`src/rtl/keyed_watchdog.sv`:
```
module keyed_watchdog #(
  parameter int DW = 8,
  parameter int AW = 2,
  parameter int BASE_SHIFT = 11,
  parameter int PULSE_LEN = 24,
  parameter logic [7:0] KEY = 8'h4E,
  parameter int CTRL_ADDR = 0,
  parameter int CLR_ADDR = 1
) (
  input  logic          clk,
  input  logic          rst_n,
  input  logic          wr_en,
  input  logic [AW-1:0] wr_addr,
  input  logic [DW-1:0] wr_data,
  output logic          wdt_irq,
  output logic          wdt_rst
);
  localparam int PW = BASE_SHIFT + 6;
  localparam int RW = $clog2(PULSE_LEN + 1);

  logic [PW-1:0] pre_q;
  logic [1:0]    tick_q;
  logic [1:0]    sel_q;
  logic          mode_q;
  logic [RW-1:0] pulse_q;
  logic          irq_q;

  logic [PW-1:0] tap_mask;
  logic          tick, pulsing, key_hit, ctrl_wr, ovf;

  assign tap_mask = {PW{1'b1}} >> (6 - 2 * int'(sel_q));
  assign tick     = &(pre_q | ~tap_mask);
  assign pulsing  = pulse_q != '0;
  assign key_hit  = wr_en && !pulsing && wr_addr == AW'(CLR_ADDR) && wr_data == DW'(KEY);
  assign ctrl_wr  = wr_en && !pulsing && wr_addr == AW'(CTRL_ADDR);
  assign ovf      = tick && tick_q == 2'd3 && !key_hit && !pulsing;

  always_ff @(posedge clk or negedge rst_n) begin
    if (!rst_n) begin
      pre_q   <= '0;
      tick_q  <= '0;
      sel_q   <= 2'b11;
      mode_q  <= 1'b1;
      pulse_q <= '0;
      irq_q   <= 1'b0;
    end else begin
      if (pulsing || key_hit) begin
        pre_q  <= '0;
        tick_q <= '0;
      end else begin
        pre_q <= pre_q + 1'b1;
        if (tick) tick_q <= tick_q + 1'b1;
      end

      if (pulsing) begin
        sel_q  <= 2'b11;
        mode_q <= 1'b1;
      end else if (ctrl_wr) begin
        sel_q  <= wr_data[1:0];
        mode_q <= wr_data[2];
      end

      if (ovf && mode_q) pulse_q <= RW'(PULSE_LEN);
      else if (pulsing)  pulse_q <= pulse_q - 1'b1;

      irq_q <= ovf && !mode_q;
    end
  end

  assign wdt_irq = irq_q;
  assign wdt_rst = pulsing;
endmodule

```
`config.mk`:
```
export PLATFORM = sky130hd
export DESIGN_NAME = keyed_watchdog
export DESIGN_NICKNAME = d
export VERILOG_FILES = /design/src/rtl/keyed_watchdog.sv
export SDC_FILE = /design/constraint.sdc
export NUM_CORES = 1
export LEC_CHECK = 0
export BUFFER_PORTS_ARGS = -buffer_cell sky130_fd_sc_hd__clkbuf_2
export CAP_MARGIN = 20
export CORE_MARGIN = 1.5
export CORE_UTILIZATION = 57
export CTS_CLUSTER_SIZE = 20
export DETAILED_ROUTE_END_ITERATION = 10
export PLACE_DENSITY = 0.78
export SYNTH_ARGS = -nofsm -noshare
export SYNTH_HDL_FRONTEND = slang
export SYNTH_SLANG_ARGS = --single-unit
```
`constraint.sdc`:
```
create_clock -name clk -period 2.7 [get_ports clk]
set_clock_uncertainty 0.15 [all_clocks]
set_input_delay 0.135 -clock clk [delete_from_list [all_inputs] [get_ports clk]]
set_output_delay 0.135 -clock clk [all_outputs]
set_load 0.01 [all_outputs]
```
# Word level (Yosys, flattened, before mapping)
# Cells that the tools add are included.
# totals
register_bits	28
elab_cells	44
# classes
bitwise	2
add_sub_neg	4
eq_ne	3
shift	1
muxes	9
n_reduce_logical	19
# op_table
cell	n
$shr A17 B32 Y17 const A	1
$add A17 B1 Y17 const B	1
$mux W17	1
$not A17 Y17	1
$or A17 B17 Y17	1
$reduce_and A17 Y1	1
$mux W5	2
$logic_and A1 B1 Y1	9
$eq A8 B7 Y1 const B	1
$mux W2	4
$reduce_bool A2 Y1	3
$reduce_bool A5 Y1	1
$sub A5 B1 Y5 const B	1
$sub A3 B3 Y4 const A	1
$logic_not A1 Y1	3
$add A2 B1 Y2 const B	1
$eq A2 B1 Y1 const B	1
$eq A2 B2 Y1 const B	1
$logic_not A2 Y1	1
$mux W1	2
$logic_or A1 B1 Y1	1

# Logic depth before layout (Yosys ltp)
# Gate-level depths: netlist (run 1).
# logic_depth
ltp_word	10
mapped_depth	6

# Least setup slack after synthesis (run 1)
# No wires, ideal clock.
# synth_timing
path_type	register to register
from	register pre_q[0]
to	register pre_q[16]
stages_incl_launch_ff	7
arrival_time_ns	1.659
n_path_buf	1
setup_ns	0.078
synth_period_minus_slack_ns	1.887
required_ns	2.472
slack_ns	0.813
path_cell_list	dfrtp_1 -> ha_1 -> nand3_1 -> or3_1 -> buf_2 -> or3_1 -> a21oi_1
# synth_via
elab_chain_cells	2
# synth_rtl
element	line	rtl
start, declared	21	logic [PW-1:0] pre_q;
start signal, assigned	51	pre_q <= pre_q + 1'b1;
$add A17 B1 Y17	51	
$mux W17	47	if (pulsing || key_hit) begin
# Every way passes these cells.
# A chain may end at the register's enable or synchronous reset.

# Worst setup path after layout (run 1)
# layout_timing
from	register pulse_q[0]
to	output wdt_rst
# layout_via
elab_chain_cells	1
# layout_rtl
element	line	rtl
start, declared	25	logic [RW-1:0] pulse_q;
start signal, assigned	63	if (ovf && mode_q) pulse_q <= RW'(PULSE_LEN);
start signal, assigned	64	else if (pulsing) pulse_q <= pulse_q - 1'b1;
$reduce_bool A5 Y1	33	assign pulsing = pulse_q != '0;
end, declared	16	output logic wdt_rst
# Every way passes these cells.

==> results of run 1 <==
==> worst min path at each step <==
stage,cells past startpoint,endpoint,start,slack [ps]
floorplan,0,pre_q[0],rst_n,-310
global placement,1,pulse_q[2],rst_n,50
detailed placement,1,pulse_q[4],rst_n,50
CTS,3,sel_q[1],wr_addr[1],30
global route,3,sel_q[1],wr_addr[0],40
finish,3,sel_q[1],wr_addr[1],40
==> critical path, cell delays in order (launching register included) <==
cell and delay (ps):
dfrtp_1 390, inv_1 110, ha_1 210, nor4b_4 380, buf_4 220, inv_1 40, clkbuf_2 110
==> sequential cells by signal, summed over array words and instances, names as in the netlist <==
signal   flops
mode_q       1
wdt_irq      1
pulse_q      5
sel_q        2
pre_q       17
tick_q       2
==> through the flow <==
| step | setup slack [ps] | std cells | hold slack (ps) |
|---|---|---|---|
| after floorplan | 812.6 | 145 | -310.6 |
| after global placement | 753.8 | 187 | 48.69 |
| after detailed placement | 660.3 | 187 | 54.04 |
| after CTS | 605.7 | 196 | 32.86 |
| after global routing | 476.6 | 196 | 43.14 |
| final | 615.9 | 196 | 39.04 |
==> layout by cell type (no fill, tap or decap), types with 2 or more instances in the layout <==
master and instances:
dlygate4sd3_1 5, mux2i_1 2, nand2_1 12, inv_1 8, dfstp_2 3, buf_4 2, clkbuf_2 14, xor2_1 4
and4_1 2, clkbuf_4 3, nand3_1 6, nor3_1 5, a21oi_1 8, a211o_1 2, nand4_1 3, and2_1 2
xnor2_1 8, ha_1 4, o21ai_0 7, or3_1 6, nor4_1 4, nor2_1 17, dfrtp_1 25
==> where the power goes <==
| group | switching (uW) | internal (uW) |
|---|---|---|
| sequential | 68.0 | 476 |
| combinational | 55.1 | 56.2 |
| clock | 118 | 58.1 |
| total | 241 | 591 |
==> logic make-up (layout without fill, tap and decap cells) <==
group                    count (synthesis)  after routing
buffers and inverters                   12             33
AO/OA/AOI/OAI                           22             22
multiplexers                             2              2
XOR/XNOR                                12             12
flip-flops                              28             28
AND/OR/NAND/NOR                         65             65
adder cells (fa/ha/maj)                  4              4
==> final cells by class <==
| type | count | area (um2) | share of cell area (%) |
|---|---|---|---|
| sequential | 28 | 704.4 | 43.34 |
| multi-input combinational | 105 | 691.9 | 42.57 |
| inverter | 8 | 30.03 | 1.848 |
| timing repair buffer | 21 | 135.1 | 8.314 |
| tap | 30 | 37.54 | 2.309 |
| clock buffer | 4 | 26.28 | 1.617 |
==> what timing repair did <==
action	4_1_cts	5_1_grt
setup endpoints to repair	0	0
hold endpoints to repair	28	0
hold buffers	5	0
==> layer usage <==
metal	track usage, %	share of wire [%]
met1	28.15	44
met2	36.21	51
met3	6.497	4.8
met4	6.410	1.0
met5	0	0
==> flow_summary.ini, run 1 <==
[critical_path]
worst_r2r_path_depth = 5
required_ps = 2410
end_kind = output pin
arrival_ps = 1800
path_class = flop to output pin
cp_max_fo = 6
r2r_start = pre_q[0]
worst_setup_path_start_kind = flop
critical_path.endpoint = wdt_rst
startpoint = pulse_q[0]
r2r_slack_ps = 620
worstReg2RegEnd = tick_q[0]

[yosys]
synth.mux.area_fraction_pct = 1.393
yosysSeqAreaShare_pct = 49.00
synth_compound_area_share_pct = 9.574
yosys-top-cells-area = dfrtp_1 44%, dfstp_2 5.5%, xnor2_1 4.9%, nor2_1 4.4%, ha_1 3.5%
syn_nets = 162
synth_area_leader_cell = dfrtp_1
synthXorXnorAreaFrac_pct = 7.311
syn_inst = 145
synth_flop_cell = dfrtp_1
synth.most_common_cell = dfrtp_1
ys_warn_count = 0
syn_avg_cell_area_um2 = 9.915
synth_common_cells = 25 x dfrtp_1, 17 x nor2_1, 12 x nand2_1
yosys.area.top_type_share_pct = 43.52
synth_edf_count = 0
synth_simple_gate_area_share_pct = 26.02
synth_top_family_by_area = simple AND/OR/NAND/NOR gates
netlist-cell-type-count = 34
synthAdderAreaFrac_pct = 3.481
async_flop_share_pct = 100.0
netlist_area_um2 = 1438
ys_ff_latch = 28

[clocking]
cts_root_buf = clkbuf_4
htree_levels = 1
clock_latency_ps = 330
cts_resized = 0
cts_tree = yes
cts_sinks = 28
post-cts-setup-buffer-count = 0
clkTransAtPathRegs_ps = 130
cts_buffer_depth = 2
numCtsBuffers = 3

[route]
vias_per_cell = 5.735
wire_per_inst_um = 13.86
drc = 0
first_pass_iters = 4
num_vias = 1124
antenna_left = 0
route.final.wire_length_um = 2717
drtIter0Drc = 18

[floorplanning]
fp.dieW_um = 53.22
start_util_pct = 59.10
core_region_area_um2 = 2432
fp-row-count = 18
die_y_um = 53.22
top_level_ports = 15
die_area_um2 = 2832

[final_layout]
final_nets = 184
nFillCells = 193
antenna_cells = 0
fin_area_um2 = 1625
drive_gt1_share_pct = 16.87
syn2layout_area_growth_pct = 13.05
utilization_pct = 66.82

[timing]
rsz0062_at_grt = no
tightestPinTransition_ps = 703.9
slew_headroom_pct = 53.07
finalHoldViolCount = 0
slew_violations = 0
finalSetupTns_ps = 0
clock.fmax_mhz = 479.8
post-route-period-util_pct = 77.19
setup_viol = 0
period_minus_slack_ps = 2084

[place]
placed_area_um2 = 1549
finalWeightedCongestion = 0.8083
dpl.hpwl_um = 1903
io_buffers = 14

[power_and_ir_drop]
p_leak_uw = 0.0007476
vdd_drop_max_v = 0.0004174
p_per_area_nw_per_um2 = 511.7
power_uw = 831.7

[outcome]
status = complete, no violations

[global_routing]
grt_overflow = 0
grt_usage_pct = 22.10
grt_pass1_wl_um = 4457
grt_antenna_before_repair = 0
grt_max_degree = 29
first_global_vias = 1046

[hold_path]
worstHoldPathType = input port to flop

[flow_run]
max-cap-violations = 0
Note: power is estimated with default switching activity, not from simulation.
==> inputs of run 2 (changes only) <==
==> constraint.sdc (replaced) <==
create_clock -name clk -period 2.1 [get_ports clk]
set_clock_uncertainty 0.15 [all_clocks]
set_input_delay 0.105 -clock clk [delete_from_list [all_inputs] [get_ports clk]]
set_output_delay 0.105 -clock clk [all_outputs]
set_load 0.01 [all_outputs]
==> flow_summary.ini, run 2 (synthesized netlist as in run 1, its figures left out) <==
[outcome]
status = complete, no violations

[power_and_ir_drop]
p_per_area_nw_per_um2 = 646.2
vdd_drop_max_v = 0.0004687
p_leak_uw = 0.0007590

[route]
wire_per_inst_um = 13.61
num_vias = 1126
vias_per_cell = 5.687
first_pass_iters = 4
drc = 0
antenna_left = 0
route.final.wire_length_um = 2695
drtIter0Drc = 23

[clocking]
numCtsBuffers = 3
cts_tree = yes
clkTransAtPathRegs_ps = 150
cts_sinks = 28
clock_latency_ps = 330
cts_root_buf = clkbuf_4
htree_levels = 1
cts_buffer_depth = 2

[floorplanning]
start_util_pct = 59.10
fp.dieW_um = 53.22
top_level_ports = 15
die_area_um2 = 2832
die_y_um = 53.22
core_region_area_um2 = 2432
fp-row-count = 18

[critical_path]
path_class = input port to flop
slowest_delay_ps = 540
crit_chain = dlygate4sd3_1 -> clkbuf_2 -> or4bb_1 -> o31ai_2 -> and4b_1 -> a211o_1
required_ps = 2190
slowest_stage = dlygate4sd3_1
arrival_ps = 2100
worst_setup_path_start_kind = input port
end_kind = flop
cp_max_fo = 4

[final_layout]
nFillCells = 189
mostFrequentLayoutCells = 25 x dfrtp_1, 17 x nor2_1, 14 x clkbuf_2
drive_gt1_share_pct = 19.05
fin_cells = 198
largest_reg_flops = 17
multi_input_area_um2 = 703.2
antenna_cells = 0
top_regs = pre_q: 17 flops, pulse_q: 5 flops
layout_commonest_cell = dfrtp_1
syn2layout_area_growth_pct = 14.88
final_nets = 186
regMostFlops = pre_q
fin_area_um2 = 1652
seq_area_um2 = 704.4

[place]
placed_area_um2 = 1564
dp.cells = 189
finalWeightedCongestion = 0.8112
io_buffers = 14
dpl.hpwl_um = 1935

[timing]
post-route-period-util_pct = 95.66
finalHoldViolCount = 0
slew_violations = 0
tightestPinTransition_ps = 697.0
period_minus_slack_ps = 2009
setup_viol = 0
slew_headroom_pct = 53.53
rsz0062_at_grt = no
finalSetupTns_ps = 0
hold_ws_ps = 25.57
clock.fmax_mhz = 497.8

[hold_path]
worstHoldPathType = input port to flop

[global_routing]
grt_pass1_wl_um = 4526
grt_antenna_before_repair = 0
grt_max_degree = 29
grt_usage_pct = 22.22
first_global_vias = 1024
grt_overflow = 0

[flow_run]
max-cap-violations = 0
[run 2: cell count changes in the layout (fill, tap and decap cells not counted)]
cell | previous run | this run
nor4_2 | 0 | 1
buf_4 | 2 | 4
nor4_1 | 4 | 3
or3_1 | 6 | 5
or3_4 | 0 | 1
[run 2: report_power, final]
| group | internal (uW) | switching (uW) | leakage (uW) |
|---|---|---|---|
| Combinational | 72.1 | 68.5 | 0.000376 |
| Sequential | 613 | 86.6 | 0.000368 |
| Clock | 74.5 | 153 | 0.0000150 |
| Total | 759 | 308 | 0.000759 |
[run 2: worst max-delay path, delay by kind of cell]
family / cells / cell delay [ps]
compound gates: 2 / 530
buf+inv: 2 / 660
simple gates: 2 / 810
[run 2: layout make-up]
class / instances / area share, %
inverter: 8 / 1.818
tap: 30 / 2.273
clock buffer: 4 / 1.591
multi-input combinational: 105 / 42.58
timing repair buffer: 23 / 9.091
sequential: 28 / 42.65
[run 2: per-layer routing]
layer / vias to the layer above / track usage, % / share of wire [%]
li1: 557 / - / -
met1: 545 / 27.50 / 48
met2: 19 / 38.89 / 48
met3: 5 / 2.542 / 2.7
met4: 0 / 8.974 / 1.8
met5: - / 0 / 0
[run 2: through the flow]
| step | power [uW] | worst slack [ps] | util (%) |
|---|---|---|---|
| 2_1_floorplan | 788.4 | 212.6 | - |
| 3_3_place_gp | 835.4 | 228.8 | 64.30 |
| 3_5_place_dp | 843.3 | 138.6 | 64.30 |
| 4_1_cts | 1078 | 110.2 | 67.44 |
| 5_1_grt | 1134 | 24.84 | 67.90 |
| 6_report | 1067 | 91.13 | 67.90 |
[run 2: worst paths after layout]
| check | startpoint | to | slack (ps) | cells past startpoint |
|---|---|---|---|---|
| setup / recovery | wr_data[0] | pulse_q[4] | 90 | 6 |
| hold / removal | wr_addr[1] | sel_q[1] | 30 | 3 |
| setup reg to reg | pre_q[0] | pre_q[16] | 150 | 5 |
| hold reg to reg | pre_q[0] | pre_q[0] | 370 | 1 |
| max in group asynchronous | rst_n | pre_q[14] | 1170 | 2 |
| min in group asynchronous | rst_n | pre_q[7] | 180 | 2 |
[run 2: timing repair]
action	4_1_cts	5_1_grt
hold buffers	5	0
gates resized for setup	0	2
endpoints found under the setup margin	0	2
endpoints found under the hold margin	28	0
setup buffers	0	0
